===== src/rtl/plc_cfg_pkg.sv =====
// Shared opcode encoding for the configuration access controller.
// Assumes a 3-bit opcode field; every code has a defined meaning.
package plc_cfg_pkg;
    typedef enum logic [2:0] {
        OP_PAT_WR  = 3'd0,
        OP_PAT_RD  = 3'd1,
        OP_PRELOAD = 3'd2,
        OP_SIG_RD  = 3'd3,
        OP_SIG_WR  = 3'd4,
        OP_LOCK    = 3'd5,
        OP_ERASE   = 3'd6,
        OP_RSVD    = 3'd7
    } cfg_op_e;
endpackage


===== src/rtl/plc_cfg_lock.sv =====
// One-way security bit: set by a lock command and cleared only by an erase.
// Assumes set and clear never arrive together (they are distinct opcodes).
module plc_cfg_lock (
    input  logic clk,
    input  logic rst_n,
    input  logic set_i,
    input  logic clr_i,
    output logic locked_o
);
    logic lock_q;

    // Holds the security state; erase has priority over set.
    always_ff @(posedge clk) begin
        if (!rst_n)     lock_q <= 1'b0;
        else if (clr_i) lock_q <= 1'b0;
        else if (set_i) lock_q <= 1'b1;
    end

    assign locked_o = lock_q;

    assert_lock_takes_R5: assert property (@(posedge clk) disable iff (!rst_n)
        (set_i && !clr_i) |=> locked_o);
    assert_lock_sticky_R5: assert property (@(posedge clk) disable iff (!rst_n)
        (locked_o && !clr_i) |=> locked_o);
    assert_erase_unlocks_R9: assert property (@(posedge clk) disable iff (!rst_n)
        clr_i |=> !locked_o);
endmodule


===== src/rtl/plc_cfg_bytes.sv =====
// Word-addressed byte store with one write port, a whole-array clear and an
// asynchronous read port. Used for both the pattern and the signature.
// Assumes WORDS is a power of two, so every address is in range.
module plc_cfg_bytes #(
    parameter  int WORDS = 32,
    parameter  int WIDTH = 8,
    localparam int AW    = $clog2(WORDS)
) (
    input  logic             clk,
    input  logic             rst_n,
    input  logic             wr_en,
    input  logic [AW-1:0]    wr_addr,
    input  logic [WIDTH-1:0] wr_data,
    input  logic             clr,
    input  logic [AW-1:0]    rd_addr,
    output logic [WIDTH-1:0] rd_data
);
    logic [WIDTH-1:0] mem [WORDS];

    // Storage update: reset and clear blank every word, otherwise write one.
    always_ff @(posedge clk) begin
        if (!rst_n || clr) begin
            for (int i = 0; i < WORDS; i++) mem[i] <= '0;
        end else if (wr_en) begin
            mem[wr_addr] <= wr_data;
        end
    end

    assign rd_data = mem[rd_addr];

    assert_clear_blanks_R9: assert property (@(posedge clk) disable iff (!rst_n)
        clr |=> (rd_data == '0));
endmodule


===== src/rtl/plc_cfg_preload.sv =====
// Per-register preload driver: one lane per output register, each lane
// holding a one-cycle strobe and the level to force.
// Assumes fire_i is already qualified by the lock.
module plc_cfg_preload #(
    parameter  int NREG = 8,
    localparam int IW   = $clog2(NREG)
) (
    input  logic            clk,
    input  logic            rst_n,
    input  logic            fire_i,
    input  logic [IW-1:0]   idx_i,
    input  logic            val_i,
    output logic [NREG-1:0] strobe_o,
    output logic [NREG-1:0] data_o
);
    for (genvar g = 0; g < NREG; g++) begin : g_lane
        logic stb_q;
        logic val_q;
        logic hit;
        assign hit = fire_i && (idx_i == IW'(g));

        // Lane register: pulse on a hit and capture the level to force.
        always_ff @(posedge clk) begin
            if (!rst_n) begin
                stb_q <= 1'b0;
                val_q <= 1'b0;
            end else begin
                stb_q <= hit;
                if (hit) val_q <= val_i;
            end
        end

        assign strobe_o[g] = stb_q;
        assign data_o[g]   = val_q;
    end

    assert_single_strobe_R4: assert property (@(posedge clk) disable iff (!rst_n)
        $onehot0(strobe_o));
    assert_idle_holds_R7: assert property (@(posedge clk) disable iff (!rst_n)
        !fire_i |=> ($stable(data_o) && strobe_o == '0));
endmodule


===== src/rtl/plc_cfg_access.sv =====
// Configuration access controller top: decodes one command per cycle and
// steers it to the pattern store, signature store, lock bit or preload lanes.
// The lock gates pattern reads and preloads. The response is registered and
// appears one cycle after the command. Assumes PAT_WORDS >= 8 and NREG <= 8.
module plc_cfg_access #(
    parameter  int PAT_WORDS = 32,
    parameter  int DATA_W    = 8,
    parameter  int NREG      = 8,
    parameter  int SIG_BYTES = 8,
    localparam int AW        = $clog2(PAT_WORDS)
) (
    input  logic              clk,
    input  logic              rst_n,
    input  logic              cmd_valid,
    input  logic [2:0]        cmd_op,
    input  logic [AW-1:0]     cmd_addr,
    input  logic [DATA_W-1:0] cmd_wdata,
    output logic              rsp_valid,
    output logic [DATA_W-1:0] rsp_rdata,
    output logic              rsp_denied,
    output logic [NREG-1:0]   pre_load,
    output logic [NREG-1:0]   pre_data
);
    import plc_cfg_pkg::*;

    localparam int SW = $clog2(SIG_BYTES);
    localparam int IW = $clog2(NREG);

    cfg_op_e           op;
    logic              locked;
    logic              gated;
    logic [DATA_W-1:0] pat_rd;
    logic [DATA_W-1:0] sig_rd;
    logic [DATA_W-1:0] rd_mux;
    logic              valid_q;
    logic              denied_q;
    logic [DATA_W-1:0] data_q;

    assign op    = cfg_op_e'(cmd_op);
    assign gated = locked && (op == OP_PAT_RD || op == OP_PRELOAD);

    plc_cfg_lock u_lock (
        .clk      (clk),
        .rst_n    (rst_n),
        .set_i    (cmd_valid && op == OP_LOCK),
        .clr_i    (cmd_valid && op == OP_ERASE),
        .locked_o (locked)
    );

    plc_cfg_bytes #(.WORDS(PAT_WORDS), .WIDTH(DATA_W)) u_pattern (
        .clk     (clk),
        .rst_n   (rst_n),
        .wr_en   (cmd_valid && op == OP_PAT_WR),
        .wr_addr (cmd_addr),
        .wr_data (cmd_wdata),
        .clr     (cmd_valid && op == OP_ERASE),
        .rd_addr (cmd_addr),
        .rd_data (pat_rd)
    );

    plc_cfg_bytes #(.WORDS(SIG_BYTES), .WIDTH(DATA_W)) u_signature (
        .clk     (clk),
        .rst_n   (rst_n),
        .wr_en   (cmd_valid && op == OP_SIG_WR),
        .wr_addr (cmd_addr[SW-1:0]),
        .wr_data (cmd_wdata),
        .clr     (1'b0),
        .rd_addr (cmd_addr[SW-1:0]),
        .rd_data (sig_rd)
    );

    plc_cfg_preload #(.NREG(NREG)) u_preload (
        .clk      (clk),
        .rst_n    (rst_n),
        .fire_i   (cmd_valid && op == OP_PRELOAD && !locked),
        .idx_i    (cmd_addr[IW-1:0]),
        .val_i    (cmd_wdata[0]),
        .strobe_o (pre_load),
        .data_o   (pre_data)
    );

    // Read-data selection: only ungated reads return stored bytes.
    always_comb begin
        rd_mux = '0;
        if (op == OP_PAT_RD && !locked) rd_mux = pat_rd;
        else if (op == OP_SIG_RD)       rd_mux = sig_rd;
    end

    // Response register: one pulse per accepted command.
    always_ff @(posedge clk) begin
        if (!rst_n) begin
            valid_q  <= 1'b0;
            denied_q <= 1'b0;
            data_q   <= '0;
        end else begin
            valid_q  <= cmd_valid;
            denied_q <= cmd_valid && gated;
            data_q   <= cmd_valid ? rd_mux : '0;
        end
    end

    assign rsp_valid  = valid_q;
    assign rsp_denied = denied_q;
    assign rsp_rdata  = data_q;

    assert_rsp_follows_R2: assert property (@(posedge clk) disable iff (!rst_n)
        cmd_valid |=> rsp_valid);
    assert_no_spurious_R2: assert property (@(posedge clk) disable iff (!rst_n)
        !cmd_valid |=> !rsp_valid);
    assert_locked_read_R6: assert property (@(posedge clk) disable iff (!rst_n)
        (cmd_valid && op == OP_PAT_RD && locked) |=> (rsp_denied && rsp_rdata == '0));
    assert_locked_preload_R7: assert property (@(posedge clk) disable iff (!rst_n)
        (cmd_valid && op == OP_PRELOAD && locked) |=> (rsp_denied && pre_load == '0));
    assert_signature_open_R8: assert property (@(posedge clk) disable iff (!rst_n)
        (cmd_valid && (op == OP_SIG_RD || op == OP_SIG_WR)) |=> !rsp_denied);
    assert_strobe_with_rsp_R4: assert property (@(posedge clk) disable iff (!rst_n)
        (pre_load != '0) |-> rsp_valid);
endmodule


===== config.mk =====
export PLATFORM = sky130hd
export DESIGN_NAME = plc_cfg_access
export DESIGN_NICKNAME = d
export VERILOG_FILES = /design/src/rtl/plc_cfg_pkg.sv /design/src/rtl/plc_cfg_lock.sv /design/src/rtl/plc_cfg_bytes.sv /design/src/rtl/plc_cfg_preload.sv /design/src/rtl/plc_cfg_access.sv
export SDC_FILE = /design/constraint.sdc
export NUM_CORES = 1
export LEC_CHECK = 0
export ABC_AREA = 1
export ABC_CLOCK_PERIOD_IN_PS = 5450
export BUFFER_PORTS_ARGS = -buffer_cell sky130_fd_sc_hd__buf_4
export CORE_ASPECT_RATIO = 0.75
export CORE_MARGIN = 3
export CORE_UTILIZATION = 35
export CTS_BUF_LIST = sky130_fd_sc_hd__clkbuf_4 sky130_fd_sc_hd__clkbuf_8
export DETAILED_ROUTE_END_ITERATION = 7
export PLACE_DENSITY = 0.51
export SYNTH_ARGS = -nofsm -noshare
export SYNTH_HDL_FRONTEND = slang
export SYNTH_SLANG_ARGS = --single-unit

===== constraint.sdc =====
create_clock -name clk -period 5.45 [get_ports clk]
set_input_delay 1.09 -clock clk [delete_from_list [all_inputs] [get_ports clk]]
set_output_delay 1.09 -clock clk [all_outputs]
set_load 0.03 [all_outputs]

== Word-level counts from Yosys, hierarchy flattened ==
Memories as Yosys holds them, arrays and structs flattened.
Index checks and enable logic that the tools add are counted.
Storage, ports and cells
  bits in registers: 27
  memory bits (writable): 320
  input bits: 19
  output and inout bits: 26
  memories: 2
Memories
  u_pattern.mem: words 32, bits a word 8, rd ports 1, clocked after Yosys merged registers in 0, wr ports 32, line plc_cfg_bytes.sv:18  | logic [WIDTH-1:0] mem [WORDS];
  u_signature.mem: words 8, bits a word 8, rd ports 1, clocked after Yosys merged registers in 0, wr ports 8, line plc_cfg_bytes.sv:18
Operators by class
  equal/unequal tests: 13
  mux-type cells: 17
  bitwise logic cells: 1
  reductions and logical operators: 27
Operators by type and width (count)
  $mux 8: 4
  $eq 3x3->1 const B: 7
  $logic_and 1x1->1: 17
  $reduce_or 8->1: 2
  $eq 3x2->1 const B: 4
  $mux 1: 11
  $eq 3x1->1 const B: 2
  $logic_not 3->1: 2
  $mux 5: 1
  $mux 3: 1
  $logic_not 1->1: 2
  $logic_or 1x1->1: 2
  $reduce_and 2->1: 1
  $reduce_or 2->1: 1
  $not 1->1: 1

== Depth between registers and ports, before layout ==
  depth in word-level cells: 7
  gate-level depth with buffers: 14

== Modules after synthesis ==
A second synthesis with hierarchy kept.
Unflattened totals
  cell total of the unflattened synthesis: 1771
  area total of the unflattened synthesis: 16249.3 µm²
Modules (own cells, without submodules)
  plc_cfg_bytes (u_pattern): instances 1, cells an instance 1240, area an instance 11775.0 µm², seq. area each 7687.4 µm²
  plc_cfg_bytes (u_signature): instances 1, cells an instance 379, area an instance 3271.9 µm², seq. area each 1921.8 µm²
  plc_cfg_preload: instances 1, cells an instance 91, area an instance 718.2 µm², seq. area each 320.3 µm²
  plc_cfg_access: instances 1, cells an instance 56, area an instance 449.2 µm², seq. area each 200.2 µm²
  plc_cfg_lock: instances 1, cells an instance 5, area an instance 35.0 µm², seq. area each 20.0 µm²

== Worst setup path before layout ==
OpenSTA, ideal clock, no wires.
  path type: input port to flip-flop
  start point: input rst_n
  end point: memory u_pattern.mem[13][0] (enable)
  setup time: 0.329 ns
  data arrival time: 2.428 ns
  data required time: 5.121 ns
  path slack: 2.693 ns
  stages on the path: 7
  cells stage by stage: buf_2 nand2_1 nor3_2 inv_1 nor3_4 nand2_2 nand2_1
RTL lines
  from (decl): line plc_cfg_access.sv:13  | input logic rst_n,
  to (decl): line plc_cfg_bytes.sv:18

==> results.py <==
metrics = {
    "synth": {
        "syn_avg_cell_area_um2": 9.03,
        "seq_area_frac_synth_pct": 63.9,
        "syn-num-nets": 1777,
        "synth_cell_types": 24,
        "ys_seq_elements": 347,
        "syn_area_um2": 15900,
        "synthesis.instances": 1758,
        "yosysWarningCount": 0,
    },
    "finish": {
        "n_antenna_cell": 0,
        "area_growth_pct": 11.3,
        "layout.nets": 1783,
        "fillers": 4487,
        "drive_gt1_share_pct": 11.9,
    },
    "cts": {
        "numCtsBuffers": 55,
        "cts_setup_buffers": 0,
        "cts.clk_slew.worst_paths_ps": 60,
        "htree_levels": 2,
        "cts_sinks": 347,
        "cts_tree": "done",
        "clkLatencyLatePin_ps": 630,
        "root_buffer": "clkbuf_8",
        "clockBufferDepth": 3,
        "ctsResizeCount": 0,
        "cts_hold_buffers": 0,
    },
    "timing": {
        "max_slew.worst_pin.slew_ps": 1070,
        "min_period_ps": 3440,
        "max_freq_mhz": 291,
        "rsz0062_at_grt": "false",
        "slew_violations": 0,
        "fin_setup_tns_ps": 0,
        "relSlewSlack_pct": 28.7,
        "period_share_pct": 63.1,
        "finalSetupViolCount": 0,
        "hold_ws_ps": 447,
        "skew_ps": 38.2,
        "hold_violations": 0,
    },
    "detailed_routing": {
        "wl_mm": 45.7,
        "remaining_drc_errors": 0,
        "avgRoutedWirePerCell_um": 19.2,
        "vias_per_cell": 4.94,
        "dr.pass1.iters": 5,
        "vias": 11800,
        "drt-initial-drc-count": 1123,
        "final_antenna_net_count": 0,
    },
    "global_routing": {
        "grt_use_total_pct": 19.1,
        "grt_pass1_wl_mm": 69.1,
        "overflow": 0,
        "grt_pass1_vias": 11300,
        "grt_max_degree": 82,
        "antenna_found_initial": 0,
    },
    "place": {
        "gp_congestion": 0.809,
        "place_hpwl_mm": 27.2,
        "io_buffer_count": 44,
    },
    "job": {
        "cap_violations": 0,
    },
    "setup_path": {
        "critPathArrivalTime_ps": 3700,
        "crit_path_max_incr_delay_ps": 840,
        "required_ps": 5710,
        "endpoint_kind": "flip-flop",
        "worstSetupPathType": "in -> reg",
        "critPathTopFamily": "simple AND/OR/NAND/NOR gates",
        "crit_top_cell": "nand2_1",
        "slowest_stage": "nor3_4",
        "crit_chain": "buf_4 -> nand2_1 -> nor3_2 -> inv_1 -> nor3_4 -> nand2_2 -> nand2_1",
        "critical_path.startpoint_type": "input pin",
        "crit_buf_inv": 2,
        "crit_fanout": 19,
    },
    "floorplan": {
        "fp-row-count": 66,
        "core_area_um2": 44100,
        "fp.dieW_um": 252,
        "dieHeight_um": 190,
        "ios": 45,
        "start_util_pct": 36.0,
        "dieArea_um2": 48000,
    },
    "power": {
        "powerDensity_nw_per_um2": 331,
        "power_leakage_nw": 7.50,
        "vdd_drop_max_mv": 0.163,
    },
    "worst_hold_path": {
        "hp-class": "reg -> reg",
    },
    "outcome": {
        "status": "completed",
    },
}
layer usage:
layer	global-route usage [%]	vias to the layer above	part of all wire [%]
met4	4.41	0	1.7
met2	27.8	432	42
met1	29.7	5625	49
met3	3.04	58	6.8
li1	-	5654	-
met5	0	-	0
cells in the mapped netlist, drive strengths merged:
master | n | area, um^2
nand4 | 12 | 75.1
dfxtp | 27 | 541
a22oi | 7 | 52.6
nand3 | 26 | 170
edfxtp | 320 | 9610
nand3b | 2 | 15.0
a2111oi | 1 | 8.76
buf | 57 | 312
o21ai | 9 | 45.0
o211ai | 3 | 22.5
clkbuf | 62 | 233
nor2 | 351 | 1320
nor3 | 15 | 119
o221ai | 1 | 8.76
nand2 | 815 | 3140
a21oi | 19 | 95.1
inv | 31 | 116
final timing paths:
check	startpoint	to	slack (ps)	cells after the start
worst min register to register	u_preload.g_lane[5].val_q	u_preload.g_lane[5].val_q	450	2
worst min-delay path	u_preload.g_lane[5].val_q	u_preload.g_lane[5].val_q	450	2
worst max-delay path	rst_n	u_pattern.mem[4][5]	2010	7
worst max register to register	u_lock.locked_o	u_preload.g_lane[2].val_q	3550	6
where the power goes:
group / internal, mW / total [mW] / switching (mW)
clock: 1.21 / 2.27 / 1.06
combinational: 0.108 / 0.480 / 0.373
sequential: 3.05 / 3.10 / 0.0455
total: 4.37 / 5.85 / 1.47
cells in the final DEF, fill, tap and decap left out, types with 18 or more instances in the layout:
master    Yosys  final
nand3_1      18     18
dfxtp_1      27     27
clkbuf_4      0     23
buf_4        16     68
inv_1        31     21
a21oi_1      19     19
edfxtp_1    320    320
nor2_1      350    350
nand2_1     784    784
nand2_2      31     31
clkbuf_8      0     60
registers in the layout (all words and copies together) (netlist names):
signal / cells
u_pattern.mem: 256
u_signature.mem: 64
rsp_rdata: 8
u_preload.g_lane.stb_q: 8
u_preload.g_lane.val_q: 8
rsp_denied: 1
rsp_valid: 1
u_lock.locked_o: 1
stage by stage:
| step | power [mW] | setup slack, ps | std cells | instance area, um^2 | utilization [%] |
|---|---|---|---|---|---|
| finish | 5.85 | 2010 | 2384 | 17700 | 40.1 |
| CTS | 5.89 | 2060 | 2384 | 17700 | 40.1 |
| detailed placement | 3.63 | 1430 | 2285 | 16600 | 37.6 |
| global route | 6.08 | 1850 | 2384 | 17700 | 40.1 |
| floorplan | 3.44 | 2690 | 1758 | 15900 | - |
| global placement | 3.63 | 1490 | 2285 | 16600 | 37.6 |
worst register-to-register path: cells and delay by family (launching register included):
| kind | cells | cell delay (ps) |
|---|---|---|
| and+or+nand+nor | 3 | 1080 |
| AOI/OAI and AO/OA | 2 | 320 |
| DFF | 1 | 310 |
| buffers and inverters | 1 | 90 |
cells by family after synthesis:
group | Yosys count | synth area share (%)
and+or+nand+nor | 1221 | 30.5
DFF | 347 | 63.9
buffers and inverters | 150 | 4.16
AOI/OAI and AO/OA | 40 | 1.47
layout make-up:
class                      count  area (um^2)  area share (%)
tap                          578          723            4.09
inverter                      31          118           0.665
clock buffer                  83          998            5.65
timing repair buffer          68          510            2.89
multi-input combinational   1261         5070            28.7
sequential                   347        10100            57.4
clock inverter                16          101           0.573
Power figures use the tool's default switching activity.
